### src/rtl/hdlc_rx_pkg.sv
package hdlc_rx_pkg;

    // Run lengths of ones that give the line its meaning.
    localparam int FLAG_RUN  = 6;
    localparam int STUFF_RUN = FLAG_RUN - 1;
    localparam int ABORT_RUN = FLAG_RUN + 1;
    // Bits held back before they can be trusted as data.
    localparam int HOLD_BITS = FLAG_RUN + 1;

    // Events passed from the line stage to the byte stage.
    typedef struct packed {
        logic push_vld;
        logic push_bit;
        logic close;
        logic abort;
    } lane_ev_t;

endpackage

### src/rtl/hdlc_rx_line.sv
module hdlc_rx_line
    import hdlc_rx_pkg::*;
#(
    parameter int IDLE_RUN = 15
) (
    input  logic     clk,
    input  logic     rst_n,
    input  logic     bit_en,
    input  logic     bit_in,
    output lane_ev_t ev,
    output logic     idle
);

    localparam int RUN_W = $clog2(IDLE_RUN + 1);
    localparam int PCW   = $clog2(HOLD_BITS + 1);

    typedef struct packed {
        logic [RUN_W-1:0]     ones;
        logic                 in_frame;
        logic                 idle;
        logic [HOLD_BITS-1:0] pend;
        logic [PCW-1:0]       pcnt;
    } line_st_t;

    line_st_t st_d, st_q;
    logic     push;

    always_comb begin
        st_d = st_q;
        ev   = '0;
        push = 1'b0;
        if (bit_en) begin
            if (bit_in) begin
                if (st_q.ones != RUN_W'(IDLE_RUN)) begin
                    st_d.ones = st_q.ones + 1'b1;
                end
                if (st_d.ones == RUN_W'(ABORT_RUN) && st_q.in_frame) begin
                    ev.abort      = 1'b1;
                    st_d.in_frame = 1'b0;
                    st_d.pcnt     = '0;
                end else if (st_q.in_frame) begin
                    push = 1'b1;
                end
                if (st_d.ones == RUN_W'(IDLE_RUN)) begin
                    st_d.idle = 1'b1;
                end
            end else begin
                st_d.ones = '0;
                st_d.idle = 1'b0;
                if (st_q.ones == RUN_W'(FLAG_RUN)) begin
                    ev.close      = st_q.in_frame;
                    st_d.in_frame = 1'b1;
                    st_d.pcnt     = '0;
                end else if (st_q.in_frame && st_q.ones != RUN_W'(STUFF_RUN)) begin
                    push = 1'b1;
                end
            end
        end
        if (push) begin
            st_d.pend = {bit_in, st_q.pend[HOLD_BITS-1:1]};
            if (st_q.pcnt == PCW'(HOLD_BITS)) begin
                ev.push_vld = 1'b1;
                ev.push_bit = st_q.pend[0];
            end else begin
                st_d.pcnt = st_q.pcnt + 1'b1;
            end
        end
    end

    always_ff @(posedge clk) begin
        if (!rst_n) begin
            st_q <= '0;
        end else begin
            st_q <= st_d;
        end
    end

    assign idle = st_q.idle;

    // a frame can only open on a sampled zero
    a_r2_open_on_zero: assert property (@(posedge clk) disable iff (!rst_n)
        $rose(st_q.in_frame) |-> ($past(bit_en) && !$past(bit_in)));

    // an abort leaves the frame
    a_r8_abort_exits: assert property (@(posedge clk) disable iff (!rst_n)
        ev.abort |=> !st_q.in_frame);

    // idle never coexists with an open frame
    a_r9_idle_hunting: assert property (@(posedge clk) disable iff (!rst_n)
        st_q.idle |-> !st_q.in_frame);

endmodule

### src/rtl/hdlc_rx_octet.sv
module hdlc_rx_octet
    import hdlc_rx_pkg::*;
#(
    parameter int OCT_W = 8
) (
    input  logic                     clk,
    input  logic                     rst_n,
    input  lane_ev_t                 ev,
    output logic                     o_valid,
    output logic [OCT_W-1:0]         o_data,
    output logic                     o_first,
    output logic                     o_last,
    output logic                     o_abort,
    output logic [$clog2(OCT_W)-1:0] o_tail
);

    localparam int TW = $clog2(OCT_W);

    typedef struct packed {
        logic [OCT_W-1:0] sr;
        logic [TW-1:0]    bc;
        logic [OCT_W-1:0] hold;
        logic             hold_vld;
        logic             hold_first;
        logic             sent_any;
        logic             valid;
        logic             first;
        logic             last;
        logic             abort;
        logic [TW-1:0]    tail;
        logic [OCT_W-1:0] data;
    } oct_st_t;

    oct_st_t          st_d, st_q;
    logic [OCT_W-1:0] nsr;
    logic [TW:0]      sh;

    always_comb begin
        st_d       = st_q;
        st_d.valid = 1'b0;
        st_d.first = 1'b0;
        st_d.last  = 1'b0;
        st_d.abort = 1'b0;
        st_d.tail  = '0;
        st_d.data  = '0;
        nsr        = {ev.push_bit, st_q.sr[OCT_W-1:1]};
        sh         = (TW+1)'(OCT_W) - {1'b0, st_q.bc};
        if (ev.abort) begin
            st_d.valid    = 1'b1;
            st_d.last     = 1'b1;
            st_d.abort    = 1'b1;
            st_d.first    = !st_q.sent_any;
            st_d.bc       = '0;
            st_d.hold_vld = 1'b0;
            st_d.sent_any = 1'b0;
        end else if (ev.close) begin
            if (st_q.hold_vld) begin
                st_d.valid = 1'b1;
                st_d.last  = 1'b1;
                st_d.first = st_q.hold_first;
                st_d.data  = st_q.hold;
            end else if (st_q.bc != '0) begin
                st_d.valid = 1'b1;
                st_d.last  = 1'b1;
                st_d.first = !st_q.sent_any;
                st_d.tail  = st_q.bc;
                st_d.data  = st_q.sr >> sh;
            end
            st_d.bc       = '0;
            st_d.hold_vld = 1'b0;
            st_d.sent_any = 1'b0;
        end else if (ev.push_vld) begin
            if (st_q.hold_vld) begin
                st_d.valid    = 1'b1;
                st_d.first    = st_q.hold_first;
                st_d.data     = st_q.hold;
                st_d.hold_vld = 1'b0;
                st_d.sent_any = 1'b1;
            end
            st_d.sr = nsr;
            if (st_q.bc == TW'(OCT_W - 1)) begin
                st_d.hold       = nsr;
                st_d.hold_vld   = 1'b1;
                st_d.hold_first = !st_d.sent_any;
                st_d.bc         = '0;
            end else begin
                st_d.bc = st_q.bc + 1'b1;
            end
        end
    end

    always_ff @(posedge clk) begin
        if (!rst_n) begin
            st_q <= '0;
        end else begin
            st_q <= st_d;
        end
    end

    assign o_valid = st_q.valid;
    assign o_data  = st_q.data;
    assign o_first = st_q.first;
    assign o_last  = st_q.last;
    assign o_abort = st_q.abort;
    assign o_tail  = st_q.tail;

    // an abort is a final, empty strobe
    a_r7_abort_shape: assert property (@(posedge clk) disable iff (!rst_n)
        o_abort |-> (o_valid && o_last && o_data == '0 && o_tail == '0));

    // a tail count only accompanies the final byte
    a_r6_tail_on_last: assert property (@(posedge clk) disable iff (!rst_n)
        (o_valid && !o_last) |-> (o_tail == '0));

    // padding above the valid bits is zero
    a_r6_pad_zero: assert property (@(posedge clk) disable iff (!rst_n)
        (o_valid && o_last && !o_abort && o_tail != '0) |-> ((o_data >> o_tail) == '0));

    // markers never appear without the strobe
    a_r4_marks_need_strobe: assert property (@(posedge clk) disable iff (!rst_n)
        !o_valid |-> (!o_first && !o_last && !o_abort));

endmodule

### src/rtl/hdlc_rx_deframer.sv
module hdlc_rx_deframer
    import hdlc_rx_pkg::*;
#(
    parameter int OCT_W    = 8,
    parameter int IDLE_RUN = 15
) (
    input  logic                     clk_rx,
    input  logic                     rst_rx_n,
    input  logic                     bit_en,
    input  logic                     bit_in,
    output logic                     oct_valid,
    output logic [OCT_W-1:0]         oct_data,
    output logic                     oct_first,
    output logic                     oct_last,
    output logic                     oct_abort,
    output logic [$clog2(OCT_W)-1:0] oct_tail,
    output logic                     line_idle
);

    lane_ev_t lane_ev;

    hdlc_rx_line #(
        .IDLE_RUN (IDLE_RUN)
    ) i_line (
        .clk    (clk_rx),
        .rst_n  (rst_rx_n),
        .bit_en (bit_en),
        .bit_in (bit_in),
        .ev     (lane_ev),
        .idle   (line_idle)
    );

    hdlc_rx_octet #(
        .OCT_W (OCT_W)
    ) i_octet (
        .clk     (clk_rx),
        .rst_n   (rst_rx_n),
        .ev      (lane_ev),
        .o_valid (oct_valid),
        .o_data  (oct_data),
        .o_first (oct_first),
        .o_last  (oct_last),
        .o_abort (oct_abort),
        .o_tail  (oct_tail)
    );

    // an idle line delivers nothing
    a_r9_idle_quiet: assert property (@(posedge clk_rx) disable iff (!rst_rx_n)
        line_idle |-> !oct_valid);

    // close and abort never come from one sample
    a_r5_single_end: assert property (@(posedge clk_rx) disable iff (!rst_rx_n)
        !(lane_ev.close && lane_ev.abort));

endmodule

### config.mk
export PLATFORM = sky130hd
export DESIGN_NAME = hdlc_rx_deframer
export DESIGN_NICKNAME = d
export VERILOG_FILES = /design/src/rtl/hdlc_rx_pkg.sv /design/src/rtl/hdlc_rx_line.sv /design/src/rtl/hdlc_rx_octet.sv /design/src/rtl/hdlc_rx_deframer.sv
export SDC_FILE = /design/constraint.sdc
export NUM_CORES = 1
export LEC_CHECK = 0
export ABC_AREA = 1
export BUFFER_PORTS_ARGS = -buffer_cell sky130_fd_sc_hd__buf_2
export CORE_MARGIN = 4
export CORE_UTILIZATION = 55
export CTS_CLUSTER_DIAMETER = 40
export DETAILED_ROUTE_END_ITERATION = 6
export PLACE_DENSITY = 0.79
export SLEW_MARGIN = 20
export SYNTH_ARGS = -nofsm -noshare
export SYNTH_HDL_FRONTEND = slang
export SYNTH_HIERARCHICAL = 1
export SYNTH_SLANG_ARGS = --single-unit
### constraint.sdc
create_clock -name clk_rx -period 2.3 [get_ports clk_rx]
set_input_delay 0.46 -clock clk_rx [delete_from_list [all_inputs] [get_ports clk_rx]]
set_output_delay 0.46 -clock clk_rx [all_outputs]
set_load 0.02 [all_outputs]
==> summary.md, run 1 <==
| Metric | Value |
|---|---|
| Arrival @ worst endpoint | `between 2 and 2.5 ns` |
| Rows | `24` |
| HP Class | `in2reg` |
| Die H | `77.20 µm` |
| MaxCap Viol Count | `0` |
| CP Data Required Time | `about 2.5 ns` |
| Number of synthesized register bits | `53` |
| Setup TNS | `0 ns` |
| Clock slew at reported path FFs | `~0.090 ns` |
| Layout area overhead | `8.171%` |
| Multi-input gate area | `1252 µm²` |
| Fin crit period | `2.037 ns` |
| Worst-Skew Late Latency | `0.31 ns` |
| Drt pass-1 iters | `7` |
| Sw Share | `20.79%` |
| Pins Over Slew Limit | `0` |
| Starting density of the core | `about three fifths` |
| R2r endpoint | `i_octet/o_first$_SDFF_PN0_` |
| DIE WIDTH | `77.20 µm` |
| IO buf count | `19` |
| Worst Skew | `0.009490 ns` |
| Setup CP Type | `reg2reg` |
| Cts bufs inserted | `5` |
| Crit path max fanout | `9` |
| Share of total power in sequential cells | `56.7%` |
| Ports | `20` |
| Cell area after synthesis | `2634 µm²` |
| Initial antenna violation count | `0` |
| Cells after Synth | `361` |
| R2R Setup Slk | `0.26 ns` |
| Worst Setup Start Kind | `flip-flop` |
| Worst vdd ir | `roughly 0.00044 V` |
| Via Count | `2276` |
| CTS HTree Levels | `2` |
| CP peak stage delay | `0.39 ns` |
| Root buf cell | `clkbuf_8` |
| Hold EP | `i_line/st_q[0]$_SDFF_PN0_` |
| Worst Min Path Start | `rst_rx_n` |
| Post-CTS setup buffers | `0` |
| Clk sink count | `between 50 and 60` |
| Syn nets | `around 370` |
| Die area | `just under 6000 µm²` |
| Critical-path cell list | `inv_1 -> ha_1 -> or2_2 -> a31oi_4 -> nand2_2 -> nor2_2 -> o21ai_0 -> inv_2 -> nand2_1 -> o21ai_0 -> nand2_1 -> o21ai_0` |
| Worst r2r path cells | `12` |
| FF+latch area | `1064 µm²` |
| Final setup vio count | `0` |
| Core Region | `roughly 4500 µm²` |
| Synth unique cells | `33` |
| Comb power frac | `under 10%` |
| Placed Cells | `423` |
| Slew of the pin with the lowest slew margin | `0.4614 ns` |
| Placer Congestion | `0.8934` |
| Final period util | `88.58%` |
| Hold depth | `3` |
| Most frequent cells in the layout | `nand2_1, dfxtp_1, nor2_1, nand3_1` |
| Nets@finish | `391` |
| Final hold vios | `0` |
| Wirelength per Cell | `12.24 µm` |
| Slowest library cell on the worst path | `dfxtp_2` |
| Most common cell after layout, fill and taps aside | `nand2_1` |
| Via density | `5.281` |
| Layout cells sized above 1 | `16.62%` |
| Syn_area_per_cell | `7.296 µm²` |
| Synth warn | `6` |
| P_int | `0.001286 W` |
| CP Capture Type | `flip-flop` |
| DR DRC count | `0` |
| Clock power share | `40.5%` |
| # fillers | `422` |
| CTS tree | `built` |
| Final instance area | `2849 µm²` |
| Slew margin rel. | `between 60 and 70%` |
| Largest net degree at the start of global routing | `18` |
| Register area share after synthesis | `40.29%` |
| Number of global-route vias before repair | `1974` |
| Final Non-Filler Cells | `between 400 and 500` |
| GRT Residual Overflow | `0` |
| Crit-path most repeated cell | `o21ai_0` |
| PD cells | `569.8 nW/µm²` |
| Placed cell areas | `approximately 2700 µm²` |
| Status | `complete, no violations` |
| Remaining antenna violation count | `0` |
| Psw | `0.0003374 W` |
| CTS max path bufs | `2` |
| First-pass GRT wire length | `8714 µm` |
| Final setup margin | `0.2626 ns` |
| Antenna cells | `0` |
| RSZ-0062 raised after global routing | `no` |
| Pre-CTS setup slack | `0.07582 ns` |
| Final wirelength | `between 5000 and 6000 µm` |
| HPWL Detailed | `3975 µm` |
| Reg2Reg Launch Point | `i_line/st_q[12]$_SDFFE_PN0P_` |
| Iter 0 DRT Violations | `144` |
| Fmax | `0.4908 GHz` |
| All-Layer GR Usage | `18.22%` |
| Leak | `between 1 and 1.5 nW` |
[critical path: cells and delay by family, from the launching register on]
family / cells / cell delay, ns
fa+ha+maj: 1 / 0.21
buf+inv: 2 / 0.24
simple gates: 5 / 0.70
compound gates: 4 / 0.44
flops: 1 / 0.39
[metrics by stage]
| step | hold WS (ns) | power [W] | util [%] |
|---|---|---|---|
| 2_1_floorplan | 0.4389 | 0.0009706 | - |
| 3_3_place_gp | 0.4478 | 0.0009861 | 60.42 |
| 3_5_place_dp | 0.4508 | 0.0009871 | 60.42 |
| 4_1_cts | 0.4227 | 0.001646 | 63.08 |
| 5_1_grt | 0.4304 | 0.001688 | 63.25 |
| 6_report | 0.4336 | 0.001623 | 63.25 |
[worst max-delay path by stage]
stage / start / to / depth (start not counted)
after detailed placement: i_line/st_q[12]$_SDFFE_PN0P_ / i_octet/st_q[25]$_SDFFE_PN0P_ / 11
after floorplan: i_line/st_q[12]$_SDFFE_PN0P_ / i_octet/st_q[22]$_SDFFE_PN0P_ / 14
after CTS: i_line/st_q[12]$_SDFFE_PN0P_ / i_octet/o_first$_SDFF_PN0_ / 12
after global routing: i_line/st_q[13]$_SDFFE_PN0P_ / i_octet/o_first$_SDFF_PN0_ / 14
after global placement: i_line/st_q[12]$_SDFFE_PN0P_ / i_octet/o_first$_SDFF_PN0_ / 12
final: i_line/st_q[12]$_SDFFE_PN0P_ / i_octet/o_first$_SDFF_PN0_ / 12
[Yosys cell counts (all sizes together)]
cell type | number | area share [%]
ha | 9 | 4.3
or2 | 1 | 0.24
xnor2 | 1 | 0.33
nand3 | 36 | 6.8
nand2 | 86 | 13
buf | 18 | 5.7
nor2 | 42 | 6.7
a211oi | 4 | 1.3
a31oi | 2 | 1.0
a21oi | 34 | 6.6
dfxtp | 53 | 40
inv | 40 | 6.2
o21ai | 21 | 4.0
clkbuf | 3 | 0.47
and2 | 1 | 0.24
nand4 | 9 | 2.1
xor2 | 1 | 0.33
[layout make-up]
| type | instances | area share (%) |
|---|---|---|
| Sequential cell | 53 | 37.33 |
| Multi-Input combinational cell | 247 | 43.96 |
| Clock inverter | 2 | 1.318 |
| Inverter | 40 | 5.709 |
| Tap cell | 52 | 2.284 |
| Clock buffer | 6 | 2.899 |
| Timing Repair Buffer | 31 | 6.500 |
[cells by family after synthesis]
kind of cell               after synthesis  share of synthesized area [%]
and+or+nand+nor                        175                          29.45
AOI/OAI and AO/OA                       61                          12.97
xor gates and xnor gates                 2                         0.6652
DFF                                     53                          40.29
adders and majority gates                9                          4.276
buffers and inverters                   61                          12.35
[per-layer routing]
layer	GRT usage (%)	wire, µm
met5	0	0
met1	21.10	2399
met3	3.864	180
met2	31.00	2544
met4	10.14	150
[state kept, by name, indices dropped and copies added (netlist names)]
signal	cells
i_line/idle	1
i_line/st_q	15
i_octet/o_valid	1
i_octet/nsr	7
i_octet/o_data	8
i_octet/o_first	1
i_octet/o_last	1
i_octet/o_tail	3
i_octet/st_q	15
i_octet/o_abort	1
[power by group through the flow]
stage / registers [W] / clock network (W) / logic (W)
floorplan: 0.000941 / 0 / 0.0000293
global placement: 0.000942 / 0 / 0.0000445
detailed placement: 0.000942 / 0 / 0.0000453
CTS: 0.000920 / 0.000680 / 0.0000455
global route: 0.000921 / 0.000715 / 0.0000512
finish: 0.000921 / 0.000657 / 0.0000456
[what timing repair did]
action                     CTS  global route
hold buffers                 0             0
setup endpoints to repair    0            26
resized for setup            0             4
Power figures use the tool's default switching activity.
==> run 2: changes to the inputs <==
==> constraint.sdc (replaced) <==
create_clock -name clk_rx -period 2.3 [get_ports clk_rx]
set_input_delay 0.115 -clock clk_rx [delete_from_list [all_inputs] [get_ports clk_rx]]
set_output_delay 0.115 -clock clk_rx [all_outputs]
set_load 0.02 [all_outputs]
==> summary.md, run 2 (synthesis gave the netlist of run 1 again) <==
| Metric | Value |
|---|---|
| Total power | `0.001508 W (was 0.001623 W)` |
| Met3 usage in global routing | `3.981% (was 3.864%)` |
| Die area | `5960 µm² (unchanged)` |
| Drt pass-1 iters | `4 (was 7)` |
| Arrival @ worst endpoint | `2.22 ns (was 2.27 ns)` |
| Hold slack | `0.1245 ns (was 0.4336 ns)` |
| Pre-CTS setup slack | `0.06781 ns (was 0.07582 ns)` |
| Final period util | `87.87% (was 88.58%)` |
| Top Family by Delay on Critical Path | `simple AND/OR/NAND/NOR gates (unchanged)` |
| Setup TNS | `0 ns (unchanged)` |
| Post-CTS setup buffers | `0 (unchanged)` |
| Cts hold-fix bufs | `0 (unchanged)` |
| HPWL Detailed | `3962 µm (was 3975 µm)` |
| Nets@finish | `390 (was 391)` |
| Clock slew at reported path FFs | `0.10 ns (was 0.09 ns)` |
| Crit. Startpoint | `i_line/st_q[12]$_SDFFE_PN0P_ (unchanged)` |
| First-pass GRT wire length | `9114 µm (was 8714 µm)` |
| CTS tree | `built (unchanged)` |
| Worst r2r path cells | `14 (was 12)` |
| Wirelength per Cell | `12.41 µm (was 12.24 µm)` |
| R2R Setup Slk | `0.28 ns (was 0.26 ns)` |
| Via Count | `2289 (was 2276)` |
| Starting density of the core | `58.47% (unchanged)` |
| DIE WIDTH | `77.20 µm (unchanged)` |
| Slew margin rel. | `70.28% (was 69.02%)` |
| Via density | `5.323 (was 5.281)` |
| Critical-path cell list | `ha_2 -> nand3_1 -> nand2_1 -> nand2_1 -> nor2_2 -> nand2_2 -> nand2_2 -> nor2_4 -> o21ai_0 -> inv_2 -> nand2_1 -> o21ai_0 -> nand2_1 -> o21ai_0 (was inv_1 -> ha_1 -> or2_2 -> a31oi_4 -> nand2_2 -> nor2_2 -> o21ai_0 -> inv_2 -> nand2_1 -> o21ai_0 -> nand2_1 -> o21ai_0)` |
| R2r endpoint | `i_octet/o_first$_SDFF_PN0_ (unchanged)` |
| Slowest library cell on the worst path | `dfxtp_2 (unchanged)` |
| Layout Utilization | `62.61% (was 63.25%)` |
| Cts bufs inserted | `5 (unchanged)` |
| DR DRC count | `0 (unchanged)` |
| Antenna cells | `0 (unchanged)` |
| RSZ-0062 raised after global routing | `no (unchanged)` |
| Clk sink count | `53 (unchanged)` |
| CP peak stage delay | `0.39 ns (about the same)` |
| Root buf cell | `clkbuf_8 (unchanged)` |
| Grt met1 use | `21.00% (was 21.10%)` |
| Worst vdd ir | `0.0005003 V (was 0.0004356 V)` |
| HP Class | `in2reg (unchanged)` |
| Final setup margin | `0.2789 ns (was 0.2626 ns)` |
| Ports | `20 (unchanged)` |
| Layout cells sized above 1 | `16.40% (was 16.62%)` |
| Buf/Inv on CP | `1 (was 2)` |
| IO buf count | `19 (unchanged)` |
| Iter 0 DRT Violations | `168 (was 144)` |
| Pins Over Slew Limit | `0 (unchanged)` |
| Placer Congestion | `0.9125 (was 0.8934)` |
| Die H | `77.20 µm (unchanged)` |
| GR peak layer | `met2 (unchanged)` |
| Most common cell after layout, fill and taps aside | `nand2_1 (unchanged)` |
| Worst Setup Start Kind | `flip-flop (unchanged)` |
| Critical path depth in cells | `14 (was 12)` |
| Final hold vios | `0 (unchanged)` |
| Slew of the pin with the lowest slew margin | `0.4443 ns (was 0.4614 ns)` |
| Status | `complete, no violations (unchanged)` |
| MaxCap Viol Count | `0 (unchanged)` |
| Fmax | `0.4948 GHz (was 0.4908 GHz)` |
| Final setup vio count | `0 (unchanged)` |
| Most frequent cells in the layout | `nand2_1, dfxtp_1, nor2_1, nand3_1 (unchanged)` |
| Number of global-route vias before repair | `2133 (was 1974)` |
| Crit path max fanout | `9 (unchanged)` |
| Setup CP Type | `reg2reg (unchanged)` |
| Reg2Reg Launch Point | `i_line/st_q[12]$_SDFFE_PN0P_ (unchanged)` |
| Grt met2 use | `34.02% (was 31.00%)` |
| Initial antenna violation count | `0 (unchanged)` |
| Rows | `24 (unchanged)` |
| Fin crit period | `2.021 ns (was 2.037 ns)` |
| Worst Skew | `0.009496 ns (was 0.009490 ns)` |
| CTS HTree Levels | `2 (unchanged)` |
| Layout area overhead | `7.078% (was 8.171%)` |
| Core Region | `4504 µm² (unchanged)` |
| Leak | `1.201 nW (was 1.218 nW)` |
| Crit-path most repeated cell | `nand2_1 (was o21ai_0)` |
| Worst-Skew Late Latency | `0.32 ns (was 0.31 ns)` |
| All-Layer GR Usage | `18.89% (was 18.22%)` |
| PD cells | `534.7 nW/µm² (was 569.8 nW/µm²)` |
| CTS max path bufs | `2 (unchanged)` |
| GRT Residual Overflow | `0 (unchanged)` |
| CP Capture Type | `flip-flop (unchanged)` |
| Remaining antenna violation count | `0 (unchanged)` |
| Final wirelength | `5337 µm (was 5274 µm)` |
| Worst Setup EP | `i_octet/o_first$_SDFF_PN0_ (unchanged)` |
| Largest net degree at the start of global routing | `22 (was 18)` |
| CTS resizes | `0 (unchanged)` |
| CP Data Required Time | `2.50 ns (was 2.54 ns)` |
[run 2: cell types whose count changed in the layout (fill, tap and decap cells not counted), sizes merged]
cell	change
inv	+1
clkinv	+1
clkbuf	-1
buf	-1
bufinv	-1
[run 2: stage by stage]
stage,cell area (µm²),cells
after floorplan,2634,361
after global placement,2714,422
after detailed placement,2714,422
after CTS,2808,430
after global routing,2820,430
final,2820,430
[run 2: report_power, final]
part	total, W	internal (W)	leakage, nW	switching (W)
combinational	0.0000445	0.0000125	0.728	0.0000320
clock	0.000543	0.000220	0.0447	0.000323
sequential	0.000921	0.000919	0.428	0.00000231
total	0.00151	0.00115	1.20	0.000357
[run 2: cell type report]
class	instances	area [µm²]
Clock buffer	5	68.82
Clock inverter	3	25.02
Fill cell	425	1684
Inverter	40	162.7
Multi-Input combinational cell	247	1257
Sequential cell	53	1064
Tap cell	52	65.06
Timing Repair Buffer	30	177.7
[run 2: worst min-delay path by stage]
stage	from	endpoint	slack [ns]	depth (start not counted)
after floorplan	rst_rx_n	i_octet/o_abort$_SDFF_PN0_	0.23	2
after global placement	i_line/st_q[5]$_SDFFE_PN0P_	i_line/st_q[5]$_SDFFE_PN0P_	0.45	2
after detailed placement	i_line/st_q[6]$_SDFFE_PN0P_	i_line/st_q[6]$_SDFFE_PN0P_	0.45	2
after CTS	bit_in	i_line/st_q[9]$_SDFFE_PN0P_	0.12	3
after global routing	bit_in	i_line/st_q[9]$_SDFFE_PN0P_	0.14	3
final	bit_in	i_line/st_q[9]$_SDFFE_PN0P_	0.12	3
[run 2: metal layers]
metal	routed length [µm]	vias up
li1	-	1193
met1	2255	1026
met2	2719	64
met3	274	6
met4	87	0
met5	0	-
[run 2: worst reg2reg max path: stages, from the launching register on]
cell and delay, ns:
dfxtp_2 0.39, ha_2 0.25, nand3_1 0.11, nand2_1 0.10
nand2_1 0.06, nor2_2 0.18, nand2_2 0.09, nand2_2 0.09
nor2_4 0.05, o21ai_0 0.21, inv_2 0.12, nand2_1 0.07
o21ai_0 0.07, nand2_1 0.06, o21ai_0 0.07
